--- src/rtl/ivec_pkg.sv ---
package ivec_pkg;

    localparam int VEC_W = 6;

    typedef enum logic [0:0] {
        ST_IDLE = 1'b0,
        ST_HELD = 1'b1
    } latch_state_t;

    typedef struct packed {
        logic             hit;
        logic [VEC_W-1:0] vec;
    } line_map_t;

    // Sparse legacy line to vector table; unlisted lines are unmapped.
    function automatic line_map_t lookup_line(input int idx);
        line_map_t m;
        m.hit = 1'b1;
        case (idx)
            1:       m.vec = 6'h29;
            4:       m.vec = 6'h2B;
            6:       m.vec = 6'h27;
            7:       m.vec = 6'h22;
            12:      m.vec = 6'h2A;
            default: begin
                m.hit = 1'b0;
                m.vec = '0;
            end
        endcase
        return m;
    endfunction

endpackage

--- src/rtl/ivec_edge.sv ---
module ivec_edge #(
    parameter int NLINES = 16
) (
    input  logic              clk,
    input  logic              rst_n,
    input  logic [NLINES-1:0] lines_in,
    output logic [NLINES-1:0] rise,
    output logic [NLINES-1:0] fall
);
    logic [NLINES-1:0] cur_q;
    logic [NLINES-1:0] old_q;

    always_ff @(posedge clk) begin
        if (!rst_n) begin
            cur_q <= '0;
            old_q <= '0;
        end else begin
            cur_q <= lines_in;
            old_q <= cur_q;
        end
    end

    for (genvar g = 0; g < NLINES; g++) begin : g_edge
        assign rise[g] = cur_q[g] & ~old_q[g];
        assign fall[g] = ~cur_q[g] & old_q[g];
    end
endmodule

--- src/rtl/ivec_pick.sv ---
module ivec_pick
    import ivec_pkg::*;
#(
    parameter int NLINES = 16
) (
    input  logic [NLINES-1:0] rise,
    input  logic [NLINES-1:0] fall,
    output logic              rise_hit,
    output logic [VEC_W-1:0]  rise_vec,
    output logic              fall_hit
);
    logic [NLINES-1:0] mapped;
    logic [VEC_W-1:0]  vec_of [NLINES];

    for (genvar g = 0; g < NLINES; g++) begin : g_map
        localparam line_map_t ENTRY = lookup_line(g);
        assign mapped[g] = ENTRY.hit;
        assign vec_of[g] = ENTRY.vec;
    end

    logic [NLINES-1:0] rise_m;
    assign rise_m   = rise & mapped;
    assign fall_hit = |(fall & mapped);

    // Scan from the top down so the lowest-numbered line overrides.
    always_comb begin
        rise_hit = 1'b0;
        rise_vec = '0;
        for (int i = NLINES - 1; i >= 0; i--) begin
            if (rise_m[i]) begin
                rise_hit = 1'b1;
                rise_vec = vec_of[i];
            end
        end
    end
endmodule

--- src/rtl/ivec_latch.sv ---
module ivec_latch
    import ivec_pkg::*;
#(
    parameter int             NLINES    = 16,
    parameter int             WORD_W    = 64,
    parameter int             STAT_W    = 8,
    parameter int             BUSY_BIT  = 5,
    parameter int             TRAP_W    = 9,
    parameter logic [TRAP_W-1:0] TRAP_VEC = 9'h060
) (
    input  logic              clk,
    input  logic              rst_n,
    input  logic [NLINES-1:0] irq_lines,
    output logic [STAT_W-1:0] status,
    output logic [WORD_W-1:0] word0,
    output logic [WORD_W-1:0] word1,
    output logic [WORD_W-1:0] word2,
    output logic              vec_req,
    output logic [TRAP_W-1:0] trap_code,
    output logic              wake
);
    localparam logic [4:0] MARK_FIELD = 5'h1F;
    localparam int         PACK_W     = 5 + VEC_W;

    logic [NLINES-1:0] rise, fall;
    logic              rise_hit, fall_hit;
    logic [VEC_W-1:0]  rise_vec;

    ivec_edge #(.NLINES(NLINES)) u_edge (
        .clk      (clk),
        .rst_n    (rst_n),
        .lines_in (irq_lines),
        .rise     (rise),
        .fall     (fall)
    );

    ivec_pick #(.NLINES(NLINES)) u_pick (
        .rise     (rise),
        .fall     (fall),
        .rise_hit (rise_hit),
        .rise_vec (rise_vec),
        .fall_hit (fall_hit)
    );

    latch_state_t state, state_nxt;

    always_comb begin
        state_nxt = state;
        unique case (state)
            ST_IDLE: if (rise_hit) state_nxt = ST_HELD;   // DELIVER
            ST_HELD: if (fall_hit) state_nxt = ST_IDLE;   // RELEASE
            default: state_nxt = ST_IDLE;
        endcase
    end

    always_ff @(posedge clk) begin
        if (!rst_n) state <= ST_IDLE;
        else        state <= state_nxt;
    end

    // Registered outputs, updated on the named transitions only.
    always_ff @(posedge clk) begin
        if (!rst_n) begin
            word0     <= '0;
            word1     <= '0;
            word2     <= '0;
            trap_code <= '0;
            wake      <= 1'b0;
        end else begin
            wake <= 1'b0;
            unique case (state)
                ST_IDLE: if (rise_hit) begin
                    word0     <= WORD_W'({MARK_FIELD, rise_vec});
                    word1     <= '0;
                    word2     <= '0;
                    trap_code <= TRAP_VEC;
                    wake      <= 1'b1;
                end
                ST_HELD: if (fall_hit) begin
                    trap_code <= '0;
                end
                default: ;
            endcase
        end
    end

    always_comb begin
        status           = '0;
        status[BUSY_BIT] = (state == ST_HELD);
    end
    assign vec_req = (state == ST_HELD);

    // Width guard for the packed data word.
    if (PACK_W > WORD_W) begin : g_bad_width
        initial $error("data word too narrow");
    end
endmodule

--- config.mk ---
export PLATFORM = sky130hd
export DESIGN_NAME = ivec_latch
export DESIGN_NICKNAME = d
export VERILOG_FILES = /design/src/rtl/ivec_pkg.sv /design/src/rtl/ivec_edge.sv /design/src/rtl/ivec_pick.sv /design/src/rtl/ivec_latch.sv
export SDC_FILE = /design/constraint.sdc
export NUM_CORES = 1
export LEC_CHECK = 0
export ABC_AREA = 1
export CAP_MARGIN = 30
export CORE_MARGIN = 2
export CORE_UTILIZATION = 36
export CTS_CLUSTER_DIAMETER = 30
export DETAILED_ROUTE_END_ITERATION = 12
export PLACE_DENSITY = 0.87
export SLEW_MARGIN = 10
export SYNTH_ARGS = -nofsm -noshare
export SYNTH_HDL_FRONTEND = slang
export SYNTH_HIERARCHICAL = 1
export SYNTH_SLANG_ARGS = --single-unit
--- constraint.sdc ---
create_clock -name clk -period 1.7 [get_ports clk]
set_clock_uncertainty 0.05 [all_clocks]
set_input_delay 0.34 -clock clk [delete_from_list [all_inputs] [get_ports clk]]
set_output_delay 0.34 -clock clk [all_outputs]
set_load 0.05 [all_outputs]
# == Word-level counts from Yosys, hierarchy flattened ==
# Cells that the tools add are included.
# op_classes
eq_ne,2
mux,16
n_bitwise,22
reduce_logical,4
# ops
cell,n
2-to-1 mux 6 bit,5
2-to-1 mux 9 bit,2
case mux 9 bit (2 select lines),1
NOT 1 bit,12
bitwise AND 1 bit,10
2-to-1 mux 1 bit,7
OR reduction 5 bit,1
"inequality test 2 bit, second input constant",2
AND reduction 2 bit,2
case mux 1 bit (2 select lines),1
OR reduction 2 bit,1
# word_totals
ff_bits,44
in_bits,18

# == Longest topological paths before layout ==
# Gate-level depths: netlist (run 1).
# depth
word_depth,9
depth_mapped,9

# == Hierarchy ==
# Netlist (run 1), hierarchy kept.
# modules_own_cells
module,cells_each,area_each_um2,n_inst,seq_area_each_um2
ivec_latch,255,1891.8,1,200.2
ivec_edge,163,1154.9,1,640.6
ivec_pick,16,77.6,1,0.0

# == Least setup slack after synthesis (run 1) ==
# OpenSTA, ideal clock, no wires.
# synth_path
path_type,flip-flop to output port
startpoint,"register state, in the netlist vec_req"
endpoint,output port status[5]
setup_slack_ps,286
path_stages_with_launch,2
t_required_ps,1310
path_buffers,1
t_arrival_ps,1024
path_cell_list,dfxtp_1 buf_4
# synth_rtl
item,line_no,text
"start, declared",ivec_latch.sv:45,"latch_state_t state, state_nxt;"
"start signal, assigned",ivec_latch.sv:58,else state <= state_nxt;
"end, declared",ivec_latch.sv:14,"output logic [STAT_W-1:0] status,"
# No word-level cell between the ends.

# == Worst setup path in the final report (run 1) ==
# layout_path
startpoint,register word0[6] (netlist name)
endpoint,output port word0[10]
# layout_rtl
item,line_no,text
"end, declared",ivec_latch.sv:15,"output logic [WORD_W-1:0] word0,"
# No word-level cell between the ends.

==> metrics.yaml, run 1 <==
cp.arrival_ps: 1110
worstSetupPathType: "reg2out"
cts_buffer_depth: 2
cap_violations: 0
clkSlewWorstSetupHoldPaths_ps: 70
synth.avg_cell_area_um2: 7.26
fmax_mhz: 668
wirelength_um: 2450
grt_pass1_vias: 732
fillCellCount: 693
core_area_um2: 6350
path_buf_inv: 1
vias_per_cell: 2.87
dr.pass1.iters: 4
leakage_uw: 0.00127
finalNonFillerCells: 415
die-area_um2: 7200
grt_overflow: 0
cts_buffers: 3
die_w_um: 84.9
grtUsageTotal_pct: 5.02
die_y_um: 84.9
hp-class: "reg2reg"
insertion_delay_ps: 250
slowest_delay_ps: 650
hold_viol: 0
crit_path_end_kind: "primary output"
antennaDiodeCount: 0
routed-via-count: 1191
grt_max_degree: 19
antenna_found_initial: 0
setup_tns_ps: 0
cts_resized: 0
cp_cell_sequence: "buf_12"
root_buffer: "clkbuf_8"
drc: 0
setup_viol: 0
crit_required_ps: 1310
syn2layout_area_growth_pct: -16.7
wire_per_inst_um: 5.91
dp_cells: 411
cts_tree: "done"
period_needed_ps: 1500
io-pin-count: 229
start_util_pct: 37.1
rsz0062_at_grt: "no"
peakVddDrop_uv: 528
cts_hold_buf: 0
drive_gt1_share_pct: 7.10
fin_nets: 357
synthCells: 324
synth_area_um2: 2350
yosysWarningCount: 6
relSlewSlack_pct: 65.2
start_kind: "register"
num_rows: 29
clock_sinks: 20
cpLargestDelayFamily: "flip-flops"
cts_setup_buffers: 0
io_buffers: 22
drt_first_iter_violations: 21
finalMaxSlewViolations: 0
cp_max_fo: 6
antenna_left: 0
crit_path_top_delay_cell: "dfxtp_1"
gp_congestion: 0.765
power_density_nw_per_um2: 1150
grt_pass1_wl_um: 2950
dp_hpwl_um: 2250
tightest_slew_ps: 521
status: "complete, no violations"
htree_levels: 1
min_period_over_period_pct: 88.0
placed cells by master, fill, tap and decap left out:
master           count
dfxtp_1             20
inv_2                1
nor2_1              29
nor2_2               1
buf_12               8
nand3_1              6
nor3_1               3
nor2_4               1
nand3b_1             1
a21oi_1              2
clkdlybuf4s50_1      6
clkbuf_8             4
nand2_1             22
buf_4                9
conb_1             196
inv_1               29
power by group:
part	switching, µW	internal, µW	total [µW]
combinational	1190	163	1360
sequential	42.1	509	551
clock	146	206	352
per-layer routing:
layer  global-route usage [%]  wire length (µm)
met1                     4.82               685
met2                     9.52              1410
met3                     2.53               353
met4                     1.15                 8
met5                        0                 0
final cells by class:
class,count,area [µm²],share of cell area (%)
multi-input cells,261,1010,51.4
flip-flops and latches,20,400,20.4
repair buffers,23,288,14.7
inverters,30,113,5.75
well taps,77,96.3,4.92
clock buffers,4,55.1,2.81
path summary, 6_finish.rpt:
kind / from / to / slack (ps) / cells after the start
setup / recovery: word0[6]$_SDFFE_PN0P_ / word0[10] / 200 / 1
hold / removal: u_edge/cur_q[7]$_SDFF_PN0_ / u_edge/old_q[7]$_SDFF_PN0_ / 400 / 2
setup reg to reg: u_edge/cur_q[4]$_SDFF_PN0_ / word0[1]$_SDFFE_PN0P_ / 220 / 8
hold reg to reg: u_edge/cur_q[7]$_SDFF_PN0_ / u_edge/old_q[7]$_SDFF_PN0_ / 400 / 2
metrics by stage:
stage               cell area, µm²  worst slack, ps  hold slack [ps]  total power [µW]  util [%]
floorplan                     3080              286              371              2120         -
global placement              1900              302              380              1900      30.0
detailed placement            1900              223              389              1910      30.0
CTS                           1960              183              399              2270      30.9
global route                  1960             30.2              414              2340      30.9
finish                        1960              203              397              2260      30.9
sequential cells by signal, indices dropped and copies added (netlist names):
name          flops
trap_code         1
u_edge/cur_q      5
u_edge/old_q      5
vec_req           1
wake              1
word0             7
No activity file was read; power rests on OpenSTA's default activity.
==> inputs of run 2 (changes only) <==
--- a/config.mk
+++ b/config.mk
@@ -12,6 +12,7 @@
 export CTS_CLUSTER_DIAMETER = 30
 export DETAILED_ROUTE_END_ITERATION = 12
 export PLACE_DENSITY = 0.87
+export SETUP_SLACK_MARGIN = 0.1
 export SLEW_MARGIN = 10
 export SYNTH_ARGS = -nofsm -noshare
 export SYNTH_HDL_FRONTEND = slang
==> run 2 against run 1 <==
  * Flip-flop and latch count stayed put
  * Via count up 0.84%
  * Sequential power hardly changed
==> metrics.yaml, run 2 (same netlist as run 1, synthesis figures left out) <==
grt_pass1_wl_um: 2950
num_rows: 29
mostFrequentLayoutCell: "conb_1"
cts_tree: "done"
fin_hold_ws_ps: 399
path_buf_inv: 1
finalMaxSlewViolations: 0
io_buffers: 22
clock_sinks: 20
grt_max_degree: 19
hold_viol: 0
syn2layout_area_growth_pct: -15.6
final_area_um2: 1990
dr.pass1.iters: 4
largest_reg_flops: 7
period_needed_ps: 1500
wire_per_inst_um: 5.99
rsz0062_at_grt: "no"
final_cell_mix: "conb_1 (196), inv_1 (29), nor2_1 (27)"
grt_pass1_vias: 732
power_density_nw_per_um2: 1140
cp_max_fo: 6
cts_hold_buf: 0
fin_total_pwr_uw: 2270
slowest_delay_ps: 650
clkSlewWorstSetupHoldPaths_ps: 70
drc: 0
fmax_mhz: 668
die_w_um: 84.9
die_y_um: 84.9
cts_buffer_depth: 2
io-pin-count: 229
antenna_found_initial: 0
setup_viol: 0
crit_path_top_delay_cell: "dfxtp_1"
leakage_uw: 0.00128
worst_r2r_startpoint: "u_edge/cur_q[6]$_SDFF_PN0_"
peakVddDrop_uv: 528
cpLargestDelayFamily: "flip-flops"
antenna_left: 0
worstSetupPathType: "reg2out"
crit_path_end_kind: "primary output"
relSlewSlack_pct: 65.2
grt_overflow: 0
antennaDiodeCount: 0
register_area_um2: 400
grtUsageTotal_pct: 5.02
start_kind: "register"
cts_buffers: 3
reg2reg_to: "word0[1]$_SDFFE_PN0P_"
cp_cell_sequence: "buf_12"
reg_top3: "word0 x7, u_edge/cur_q x5, u_edge/old_q x5"
setup_tns_ps: 0
min_period_over_period_pct: 88.1
multi_input_area_um2: 1010
crit_required_ps: 1310
largest_register: "word0"
hp-class: "reg2reg"
fillCellCount: 696
routed-via-count: 1201
rr_worst_depth: 8
wirelength_um: 2500
status: "complete, no violations"
drive_gt1_share_pct: 8.50
insertion_delay_ps: 250
worstHoldStart: "u_edge/cur_q[7]$_SDFF_PN0_"
holdPathEnd: "u_edge/old_q[7]$_SDFF_PN0_"
gp_congestion: 0.765
drt_first_iter_violations: 20
hold-path-cell-count: 2
start_util_pct: 37.1
cap_violations: 0
fin_nets: 360
r2r_setup_slack_ps: 250
tightest_slew_ps: 521
vias_per_cell: 2.87
htree_levels: 1
die-area_um2: 7200
root_buffer: "clkbuf_8"
placed_cell_area_um2: 1900
dp_hpwl_um: 2250
cp.arrival_ps: 1110
core_area_um2: 6350
run 2: power breakdown:
| part | switching, µW | total, µW | internal [µW] |
|---|---|---|---|
| clock | 146 | 352 | 206 |
| sequential | 42.3 | 552 | 509 |
| combinational | 1200 | 1370 | 171 |
| total | 1390 | 2270 | 887 |
run 2: how the worst max path moves through the flow:
| stage | start | end | slack, ps | cells after the start |
|---|---|---|---|---|
| floorplan | vec_req$_SDFF_PN0_ | status[5] | 290 | 1 |
| global placement | u_edge/cur_q[4]$_SDFF_PN0_ | word0[0]$_SDFFE_PN0P_ | 300 | 8 |
| detailed placement | u_edge/cur_q[6]$_SDFF_PN0_ | word0[1]$_SDFFE_PN0P_ | 220 | 8 |
| CTS | word0[6]$_SDFFE_PN0P_ | word0[10] | 180 | 1 |
| global route | u_edge/cur_q[4]$_SDFF_PN0_ | word0[1]$_SDFFE_PN0P_ | 80 | 8 |
| finish | word0[6]$_SDFFE_PN0P_ | word0[10] | 200 | 1 |
run 2: layout make-up:
| cell class | count | share of cell area [%] |
|---|---|---|
| Sequential cell | 20 | 20.2 |
| Inverter | 30 | 5.67 |
| Clock buffer | 4 | 2.77 |
| Timing Repair Buffer | 26 | 15.6 |
| Tap cell | 77 | 4.85 |
| Multi-Input combinational cell | 261 | 50.9 |
run 2: timing repair:
item | CTS | global route
setup buffers | 0 | 3
setup endpoints to repair | 0 | 8
resized for setup | 0 | 2
run 2: per-layer routing:
layer / part of all wire (%) / vias up / global-route usage, %
li1: - / 585 / -
met1: 28 / 517 / 4.82
met2: 57 / 97 / 9.52
met3: 14 / 2 / 2.53
met4: 0.32 / 0 / 1.15
met5: 0 / - / 0
run 2: metrics by stage:
stage / instances / setup slack [ps] / utilization [%]
floorplan: 518 / 286 / -
global placement: 411 / 302 / 30.0
detailed placement: 411 / 223 / 30.0
CTS: 415 / 183 / 30.9
global route: 418 / 79.2 / 31.3
finish: 418 / 203 / 31.3
==> inputs of run 3 (changes only) <==
--- a/config.mk
+++ b/config.mk
@@ -10,6 +10,7 @@
 export CORE_MARGIN = 2
 export CORE_UTILIZATION = 36
 export CTS_CLUSTER_DIAMETER = 30
+export CTS_CLUSTER_SIZE = 24
 export DETAILED_ROUTE_END_ITERATION = 12
 export PLACE_DENSITY = 0.87
 export SETUP_SLACK_MARGIN = 0.1
==> results of run 3 <==
The final DEF is identical to that of run 2; final timing and power are the same.
